File: src/rtl/tdp_pkg.sv
package tdp_pkg;
  localparam int unsigned    PAT_W        = 32;
  localparam int unsigned    NPAIR        = 3;
  localparam int unsigned    RATE_W       = 3;
  localparam logic [31:0]    SEED_DEFAULT = 32'h1D87_2B41;
  localparam logic [31:0]    LFSR_TAPS    = 32'h8020_0003;

  typedef enum logic {
    REFILL_PRNG   = 1'b0,
    REFILL_REPLAY = 1'b1
  } refill_e;
endpackage

File: src/rtl/tdp_sync.sv
module tdp_sync #(
  parameter int unsigned W = 1
) (
  input  logic         clk,
  input  logic         rst_n,
  input  logic [W-1:0] d_i,
  output logic [W-1:0] q_o
);
  logic [W-1:0] meta_q;
  logic [W-1:0] stab_q;

  always_ff @(posedge clk or negedge rst_n) begin
    if (!rst_n) begin
      meta_q <= '0;
      stab_q <= '0;
    end else begin
      meta_q <= d_i;
      stab_q <= meta_q;
    end
  end

  assign q_o = stab_q;
endmodule

File: src/rtl/tdp_reload_ctrl.sv
module tdp_reload_ctrl (
  input  logic clk,
  input  logic rst_n,
  input  logic req_i,
  output logic busy_o,
  output logic load_o
);
  logic busy_q, busy_d;
  logic s1_q, s1_d;
  logic s2_q, s2_d;

  assign load_o = busy_q & s2_q;

  always_comb begin
    busy_d = req_i | (busy_q & ~load_o);
    s1_d   = load_o ? 1'b0 : busy_q;
    s2_d   = load_o ? 1'b0 : s1_q;
  end

  always_ff @(posedge clk or negedge rst_n) begin
    if (!rst_n) begin
      busy_q <= 1'b0;
      s1_q   <= 1'b0;
      s2_q   <= 1'b0;
    end else begin
      busy_q <= busy_d;
      s1_q   <= s1_d;
      s2_q   <= s2_d;
    end
  end

  assign busy_o = busy_q;

  // the flag drops after the load unless a new request arrives
  a_r5_clear_on_load: assert property (@(posedge clk) disable iff (!rst_n)
    (load_o && !req_i) |=> !busy_o);
  // the flag holds until the load
  a_r5_hold_until_load: assert property (@(posedge clk) disable iff (!rst_n)
    (busy_o && !load_o) |=> busy_o);
endmodule

File: src/rtl/tdp_pattern_gen.sv
module tdp_pattern_gen
  import tdp_pkg::*;
#(
  parameter int unsigned BASE_EXP = 6,
  parameter int unsigned W        = 32,
  parameter int unsigned NP       = 3,
  parameter int unsigned RW       = 3,
  parameter int unsigned STRIDE   = 10
) (
  input  logic          clk,
  input  logic          rst_n,
  input  logic          load_i,
  input  logic [W-1:0]  seed_i,
  input  logic [RW-1:0] rate_i,
  input  logic          replay_i,
  input  logic [NP-1:0] en_i,
  output logic [NP-1:0] drive_o,
  output logic          strobe_o
);
  localparam int unsigned RATE_SPAN = (1 << RW) - 1;
  localparam int unsigned CNT_W     = BASE_EXP + RATE_SPAN;
  localparam int unsigned IDX_W     = $clog2(W);
  localparam logic [W-1:0] TAPS     = W'(LFSR_TAPS);
  localparam logic [W-1:0] FALLBACK = W'(SEED_DEFAULT);

  logic [CNT_W-1:0] cnt_q, cnt_d;
  logic [IDX_W-1:0] idx_q, idx_d;
  logic [W-1:0]     word_q, word_d;
  logic [W-1:0]     lfsr_q, lfsr_d;
  logic [W-1:0]     seed_q, seed_d;
  logic [RW-1:0]    rate_q, rate_d;
  logic             armed_q, armed_d;

  logic [CNT_W-1:0] last_c;
  logic [CNT_W-1:0] half_c;
  logic             at_end;
  logic             at_mid;
  logic             word_done;
  logic [W-1:0]     lfsr_step;
  logic [W-1:0]     seed_fix;
  refill_e          policy;

  assign last_c    = {CNT_W{1'b1}} >> (RATE_SPAN - 32'(rate_q));
  assign half_c    = last_c ^ (last_c >> 1);
  assign at_end    = (cnt_q == last_c);
  assign at_mid    = (cnt_q == half_c);
  assign word_done = (idx_q == {IDX_W{1'b1}});
  assign lfsr_step = lfsr_q[0] ? ((lfsr_q >> 1) ^ TAPS) : (lfsr_q >> 1);
  assign seed_fix  = (seed_i == '0) ? FALLBACK : seed_i;
  assign policy    = replay_i ? REFILL_REPLAY : REFILL_PRNG;

  always_comb begin
    cnt_d   = cnt_q;
    idx_d   = idx_q;
    word_d  = word_q;
    lfsr_d  = lfsr_q;
    seed_d  = seed_q;
    rate_d  = rate_q;
    armed_d = armed_q;
    if (load_i) begin
      cnt_d   = '0;
      idx_d   = '0;
      word_d  = seed_fix;
      lfsr_d  = seed_fix;
      seed_d  = seed_fix;
      rate_d  = rate_i;
      armed_d = 1'b0;
    end else if (at_end) begin
      cnt_d   = '0;
      armed_d = 1'b1;
      idx_d   = idx_q + 1'b1;
      if (word_done) begin
        unique case (policy)
          REFILL_REPLAY: word_d = seed_q;
          REFILL_PRNG: begin
            lfsr_d = lfsr_step;
            word_d = lfsr_step;
          end
        endcase
      end
    end else begin
      cnt_d = cnt_q + 1'b1;
    end
  end

  always_ff @(posedge clk or negedge rst_n) begin
    if (!rst_n) begin
      cnt_q   <= '0;
      idx_q   <= '0;
      word_q  <= FALLBACK;
      lfsr_q  <= FALLBACK;
      seed_q  <= FALLBACK;
      rate_q  <= '0;
      armed_q <= 1'b0;
    end else begin
      cnt_q   <= cnt_d;
      idx_q   <= idx_d;
      word_q  <= word_d;
      lfsr_q  <= lfsr_d;
      seed_q  <= seed_d;
      rate_q  <= rate_d;
      armed_q <= armed_d;
    end
  end

  for (genvar p = 0; p < NP; p++) begin : g_drive
    localparam int unsigned OFS = (p * STRIDE) % W;
    logic [IDX_W-1:0] pos;
    assign pos        = idx_q + IDX_W'(OFS);
    assign drive_o[p] = en_i[p] & word_q[pos];
  end

  assign strobe_o = at_mid & armed_q;

  // the bit index only moves at the end of a hold period or on a load
  a_r2_idx_steady: assert property (@(posedge clk) disable iff (!rst_n)
    (!load_i && !at_end) |=> $stable(idx_q));
  // the pattern word is never all zero
  a_r3_word_nonzero: assert property (@(posedge clk) disable iff (!rst_n)
    word_q != '0);
  // the latched rate only changes on a load
  a_r11_rate_latched: assert property (@(posedge clk) disable iff (!rst_n)
    !load_i |=> $stable(rate_q));
endmodule

File: src/rtl/tdp_pair_cmp.sv
module tdp_pair_cmp #(
  parameter int unsigned NP = 3
) (
  input  logic          clk,
  input  logic          rst_n,
  input  logic [NP-1:0] drive_i,
  input  logic [NP-1:0] sense_i,
  input  logic [NP-1:0] en_i,
  input  logic          sel1_i,
  input  logic          sel2_i,
  input  logic          strobe_i,
  output logic [NP-1:0] event_o
);
  logic [NP-1:0] expect_c;
  logic [NP-1:0] event_d;
  logic [NP-1:0] event_q;

  for (genvar p = 0; p < NP; p++) begin : g_pair
    if (p == 1) begin : g_sel1
      assign expect_c[p] = (sel1_i & en_i[0] & en_i[1]) ? drive_i[0] : drive_i[1];
    end else if (p == 2) begin : g_sel2
      assign expect_c[p] = (sel2_i & en_i[0] & en_i[2]) ? drive_i[0] : drive_i[2];
    end else begin : g_plain
      assign expect_c[p] = drive_i[p];
    end

    assign event_d[p] = strobe_i & en_i[p] & (sense_i[p] ^ expect_c[p]);

    // an event lasts one cycle
    a_r7_single_pulse: assert property (@(posedge clk) disable iff (!rst_n)
      event_q[p] |=> !event_q[p]);
    // an event follows an armed comparison point
    a_r8_after_strobe: assert property (@(posedge clk) disable iff (!rst_n)
      event_q[p] |-> $past(strobe_i));
    // a disabled pair stays silent
    a_r6_enabled_only: assert property (@(posedge clk) disable iff (!rst_n)
      event_q[p] |-> $past(en_i[p]));
  end

  always_ff @(posedge clk or negedge rst_n) begin
    if (!rst_n) event_q <= '0;
    else        event_q <= event_d;
  end

  assign event_o = event_q;
endmodule

File: src/rtl/tamper_dyn_pair.sv
module tamper_dyn_pair
  import tdp_pkg::*;
#(
  parameter int unsigned BASE_EXP = 6,
  parameter int unsigned STRIDE   = 10
) (
  input  logic              clk,
  input  logic              rst_n,
  input  logic [PAT_W-1:0]  seed_i,
  input  logic [RATE_W-1:0] rate_i,
  input  logic              replay_i,
  input  logic              reload_req_i,
  input  logic [NPAIR-1:0]  pair_en_i,
  input  logic              sel1_i,
  input  logic              sel2_i,
  input  logic [NPAIR-1:0]  sense_i,
  output logic [NPAIR-1:0]  drive_o,
  output logic [NPAIR-1:0]  event_o,
  output logic              reload_busy_o
);
  logic [NPAIR-1:0] en_sync;
  logic             load;
  logic             strobe;

  tdp_sync #(.W(NPAIR)) u_en_sync (
    .clk   (clk),
    .rst_n (rst_n),
    .d_i   (pair_en_i),
    .q_o   (en_sync)
  );

  tdp_reload_ctrl u_reload (
    .clk    (clk),
    .rst_n  (rst_n),
    .req_i  (reload_req_i),
    .busy_o (reload_busy_o),
    .load_o (load)
  );

  tdp_pattern_gen #(
    .BASE_EXP (BASE_EXP),
    .W        (PAT_W),
    .NP       (NPAIR),
    .RW       (RATE_W),
    .STRIDE   (STRIDE)
  ) u_pattern (
    .clk      (clk),
    .rst_n    (rst_n),
    .load_i   (load),
    .seed_i   (seed_i),
    .rate_i   (rate_i),
    .replay_i (replay_i),
    .en_i     (en_sync),
    .drive_o  (drive_o),
    .strobe_o (strobe)
  );

  tdp_pair_cmp #(.NP(NPAIR)) u_cmp (
    .clk      (clk),
    .rst_n    (rst_n),
    .drive_i  (drive_o),
    .sense_i  (sense_i),
    .en_i     (en_sync),
    .sel1_i   (sel1_i),
    .sel2_i   (sel2_i),
    .strobe_i (strobe),
    .event_o  (event_o)
  );

  // a pair that is not enabled drives low
  a_r6_idle_low: assert property (@(posedge clk) disable iff (!rst_n)
    ((drive_o & ~en_sync) == '0));
endmodule

File: config.mk
export PLATFORM = sky130hd
export DESIGN_NAME = tamper_dyn_pair
export DESIGN_NICKNAME = d
export VERILOG_FILES = /design/src/rtl/tdp_pkg.sv /design/src/rtl/tdp_sync.sv /design/src/rtl/tdp_reload_ctrl.sv /design/src/rtl/tdp_pattern_gen.sv /design/src/rtl/tdp_pair_cmp.sv /design/src/rtl/tamper_dyn_pair.sv
export SDC_FILE = /design/constraint.sdc
export NUM_CORES = 1
export LEC_CHECK = 0
export ABC_AREA = 0
export BUFFER_PORTS_ARGS = -buffer_cell sky130_fd_sc_hd__buf_2
export CELL_PAD_IN_SITES_DETAIL_PLACEMENT = 0
export CELL_PAD_IN_SITES_GLOBAL_PLACEMENT = 1
export CORE_MARGIN = 10
export CORE_UTILIZATION = 28
export CTS_BUF_LIST = sky130_fd_sc_hd__clkbuf_16
export DETAILED_ROUTE_END_ITERATION = 8
export HOLD_SLACK_MARGIN = 0.15
export PLACE_DENSITY = 0.53
export SYNTH_ARGS = -nofsm -noshare
export SYNTH_HDL_FRONTEND = slang
export SYNTH_SLANG_ARGS = --single-unit
File: constraint.sdc
create_clock -name clk -period 2.7 [get_ports clk]
set_input_delay 0.135 -clock clk [delete_from_list [all_inputs] [get_ports clk]]
set_output_delay 0.135 -clock clk [all_outputs]
set_load 0.1 [all_outputs]
==> flow_metrics.py <==
metrics = {
    "run_status": {
        "outcome": "complete, but fails checks",
        "violations": "setup timing",
    },
    "sta": {
        "layout_min_cycle_time_ns": 2.71,
        "hold_viol": 0,
        "fmax_ghz": 0.369,
        "setup_ws_ns": -0.0103,
        "setup_viol": 1,
        "fin_tns_setup_ns": -0.0103,
        "tightest_slew_ns": 0.705,
        "skew_ns": 0.0139,
        "drv_slew": 0,
        "fin_crit_sh_pct": 100,
        "slew_headroom_pct": 52.9,
        "rsz0062_at_grt": "true",
    },
    "worst_setup_path": {
        "endpoint_kind": "primary output",
        "cp.required_ns": 2.57,
        "cpPeakStageDelay_ns": 0.50,
        "crit_fanout": 7,
        "slowest_stage": "mux4_2",
        "cp-start-kind": "register",
        "worstSetupPathType": "register to primary output",
        "cp_data_arrival_time_ns": 2.58,
        "path_common_cell": "buf_12",
        "crit_chain": "buf_12, mux2_4, mux4_2, or3b_4, o211a_4, buf_12",
    },
    "cts": {
        "cts_buffer_depth": 2,
        "path_clk_slew_ns": 0.06,
        "cts-buffers-inserted": 17,
        "cts_tree": "done",
        "cts_sinks": 130,
        "clk_latency_ns": 0.42,
        "cts-htree-levels": 4,
        "cts_root_buf": "clkbuf_16",
    },
    "power_and_ir_drop": {
        "pwr-share-comb_pct": 32.1,
        "p_sw_mw": 3.24,
        "seqPwrFrac_pct": 40.9,
        "irDropWorstVdd_uv": 379,
        "power_density_nw_per_um2": 998,
        "total_power_mw": 8.91,
        "leakagePower_nw": 3.78,
        "pwr-share-clk_pct": 27.0,
        "internal_power_mw": 5.67,
        "sw_frac_of_total_pct": 36.3,
    },
    "finish": {
        "area_delta_synth_final_pct": 27.9,
        "antenna_cells": 0,
        "drive_above_1_share_pct": 24.0,
        "final_nets": 888,
        "fillCellCount": 2498,
    },
    "synthesis": {
        "synth_seq_cells": 130,
        "avgSynthCellArea_sq_um": 9.48,
        "yosys-top-cells-area": "dfrtp_1, dfstp_2, mux2i_1",
        "synth_edf_count": 0,
        "synth_cell_type_count": 54,
        "synth.most_common_cell": "nand2_1",
        "syn_nets": 790,
        "yosys_most_used_dff": "dfrtp_1",
        "yosysSeqAreaShare_pct": 47.4,
        "async_reset_ff_share_pct": 100,
        "netlist.top_cell.by_area": "dfrtp_1",
        "yosysWarningCount": 0,
        "ys_top_cells_by_count": "nand2_1, nor2_1, dfrtp_1",
        "yosysTopAreaCellShare_pct": 31.6,
        "syn_area_sq_um": 6980,
        "netlist_instances": 736,
    },
    "grt": {
        "top_usage_layer": "met2",
        "grt_max_degree": 58,
        "antenna_found_initial": 0,
        "grt_pass1_wl_microns": 33200,
        "grt_pass1_vias": 5925,
        "grt_overflow": 0,
        "grt_use_met2_pct": 20.5,
        "globalRouteMet3Util_pct": 3.40,
        "met1_usage_pct": 18.1,
        "grt_usage_pct": 13.3,
    },
    "drt": {
        "vias": 5651,
        "vias_per_cell": 4.83,
        "first_pass_iters": 4,
        "drtIter0Drc": 367,
        "wl_microns": 20500,
        "drc": 0,
        "wl_per_cell_microns": 17.5,
        "ant_nets": 0,
    },
    "flow_run": {
        "maxCapViolCount": 0,
    },
    "placed_design": {
        "preCtsSetupSlack_ns": 0.189,
        "gp_congestion": 0.812,
        "portBuffers": 53,
        "dpl.hpwl_microns": 13900,
    },
    "floorplan": {
        "fp.coreArea_sq_um": 24400,
        "die_x_microns": 178,
        "io_pins": 54,
        "rows": 57,
        "die_area_sq_um": 31600,
        "dieHeight_microns": 178,
        "start_util_pct": 28.6,
    },
    "hold_path": {
        "min-delay-path-class": "primary input to asynchronous set/reset pin",
    },
}
==> layout make-up <==
cell class | count | area (sq um) | share of cell area [%]
sequential | 130 | 3310 | 37.1
clock buffer | 17 | 425 | 4.77
tap | 324 | 405 | 4.54
clock inverter | 15 | 181 | 2.03
inverter | 10 | 37.5 | 0.421
timing repair buffer | 131 | 1100 | 12.3
multi-input combinational | 544 | 3460 | 38.8
==> worst max-delay path: cells and delay by family, from the launching register on <==
| family | cells | cell delay (ns) |
|---|---|---|
| mux | 2 | 0.80 |
| flops | 1 | 0.47 |
| simple gates | 1 | 0.39 |
| compound gates | 1 | 0.17 |
| buf+inv | 2 | 0.34 |
==> registers in the layout (all words and copies together) (netlist names) <==
signal,flops
u_cmp.event_o,3
u_en_sync.meta_q,3
u_en_sync.q_o,3
u_pattern.armed_q,1
u_pattern.cnt_q,13
u_pattern.idx_q,5
u_pattern.lfsr_q,32
u_pattern.rate_q,3
u_pattern.seed_q,32
u_pattern.word_q,32
u_reload.busy_o,1
u_reload.s1_q,1
u_reload.s2_q,1
==> per-stage QoR <==
stage | instances | util [%] | instance area (sq um) | hold WS [ns]
after CTS | 1170 | 36.3 | 8840 | 0.245
after floorplan | 736 | - | 6980 | -0.161
after global routing | 1171 | 36.6 | 8920 | 0.293
after global placement | 1089 | 31.6 | 7710 | 0.170
final | 1171 | 36.6 | 8920 | 0.245
after detailed placement | 1089 | 31.6 | 7710 | 0.178
==> cell families after synthesis <==
family	share of synthesized area (%)
AO/OA/AOI/OAI	12.3
XOR/XNOR	3.14
adder cells (fa/ha/maj)	1.26
buffers and inverters	3.86
flip-flops	47.4
multiplexers	13.3
AND/OR/NAND/NOR	18.8
==> cell usage in the layout, fill, tap and decap left out, types with 3 or more instances in the layout <==
cell             n
ha_1             5
mux2i_1         58
dfrtp_2          3
clkbuf_16       18
o21ai_1         16
xnor2_1         12
buf_4           28
dlygate4sd3_1   44
mux2_4           5
bufinv_16        3
buf_12           9
a211o_1          3
nor2b_1          6
o22ai_1          4
dfstp_2         42
or2_2            5
mux4_2          11
inv_1            9
o21ai_0         26
o31ai_1          7
buf_2           49
and2_1           6
dfrtp_1         85
clkinv_4         4
nor2_1         104
and3_1           9
a31oi_1         15
mux2_2           4
nor3b_1         13
nand3_1         10
a21oi_1         52
nand4_1          3
nor3_1           4
nand2b_1         3
nand2_1        105
a22oi_1          3
xor2_1          12
nor4_1          10
==> path summary, 6_finish.rpt <==
path                                      from                   end  slack [ns]  cells past startpoint
setup reg to reg           u_pattern.rate_q[2]   u_pattern.lfsr_q[0]        0.16                      8
max in group asynchronous                rst_n  u_pattern.seed_q[13]        1.61                      3
hold / removal                           rst_n    u_pattern.cnt_q[7]        0.25                      2
hold reg to reg            u_en_sync.meta_q[1]      u_en_sync.q_o[1]        0.35                      0
setup / recovery            u_pattern.idx_q[1]            drive_o[2]       -0.01                      6
min in group clk                        sel2_i      u_cmp.event_o[2]        0.27                      5
==> routing by layer <==
metal  part of all wire (%)  vias up
met5                      0        -
met4                   0.95        0
met3                    4.2       12
met2                     46      106
met1                     49     2789
li1                       -     2744
==> power groups by stage <==
stage	logic [mW]	registers (mW)	clock network, mW
4_1_cts	2.86	3.63	2.47
3_5_place_dp	2.77	3.66	0
6_report	2.86	3.64	2.40
3_3_place_gp	2.72	3.65	0
5_1_grt	3.25	3.75	2.55
2_1_floorplan	2.07	3.38	0
==> timing repair <==
item                       in CTS  in global routing
buffers inserted                5                  0
gates resized for setup        11                 19
hold endpoints to repair      145                  0
cloned                          0                  1
setup endpoints to repair       2                  3
pin swaps                       1                  2
hold buffers                   44                  0
Note: power is estimated with default switching activity, not from simulation.
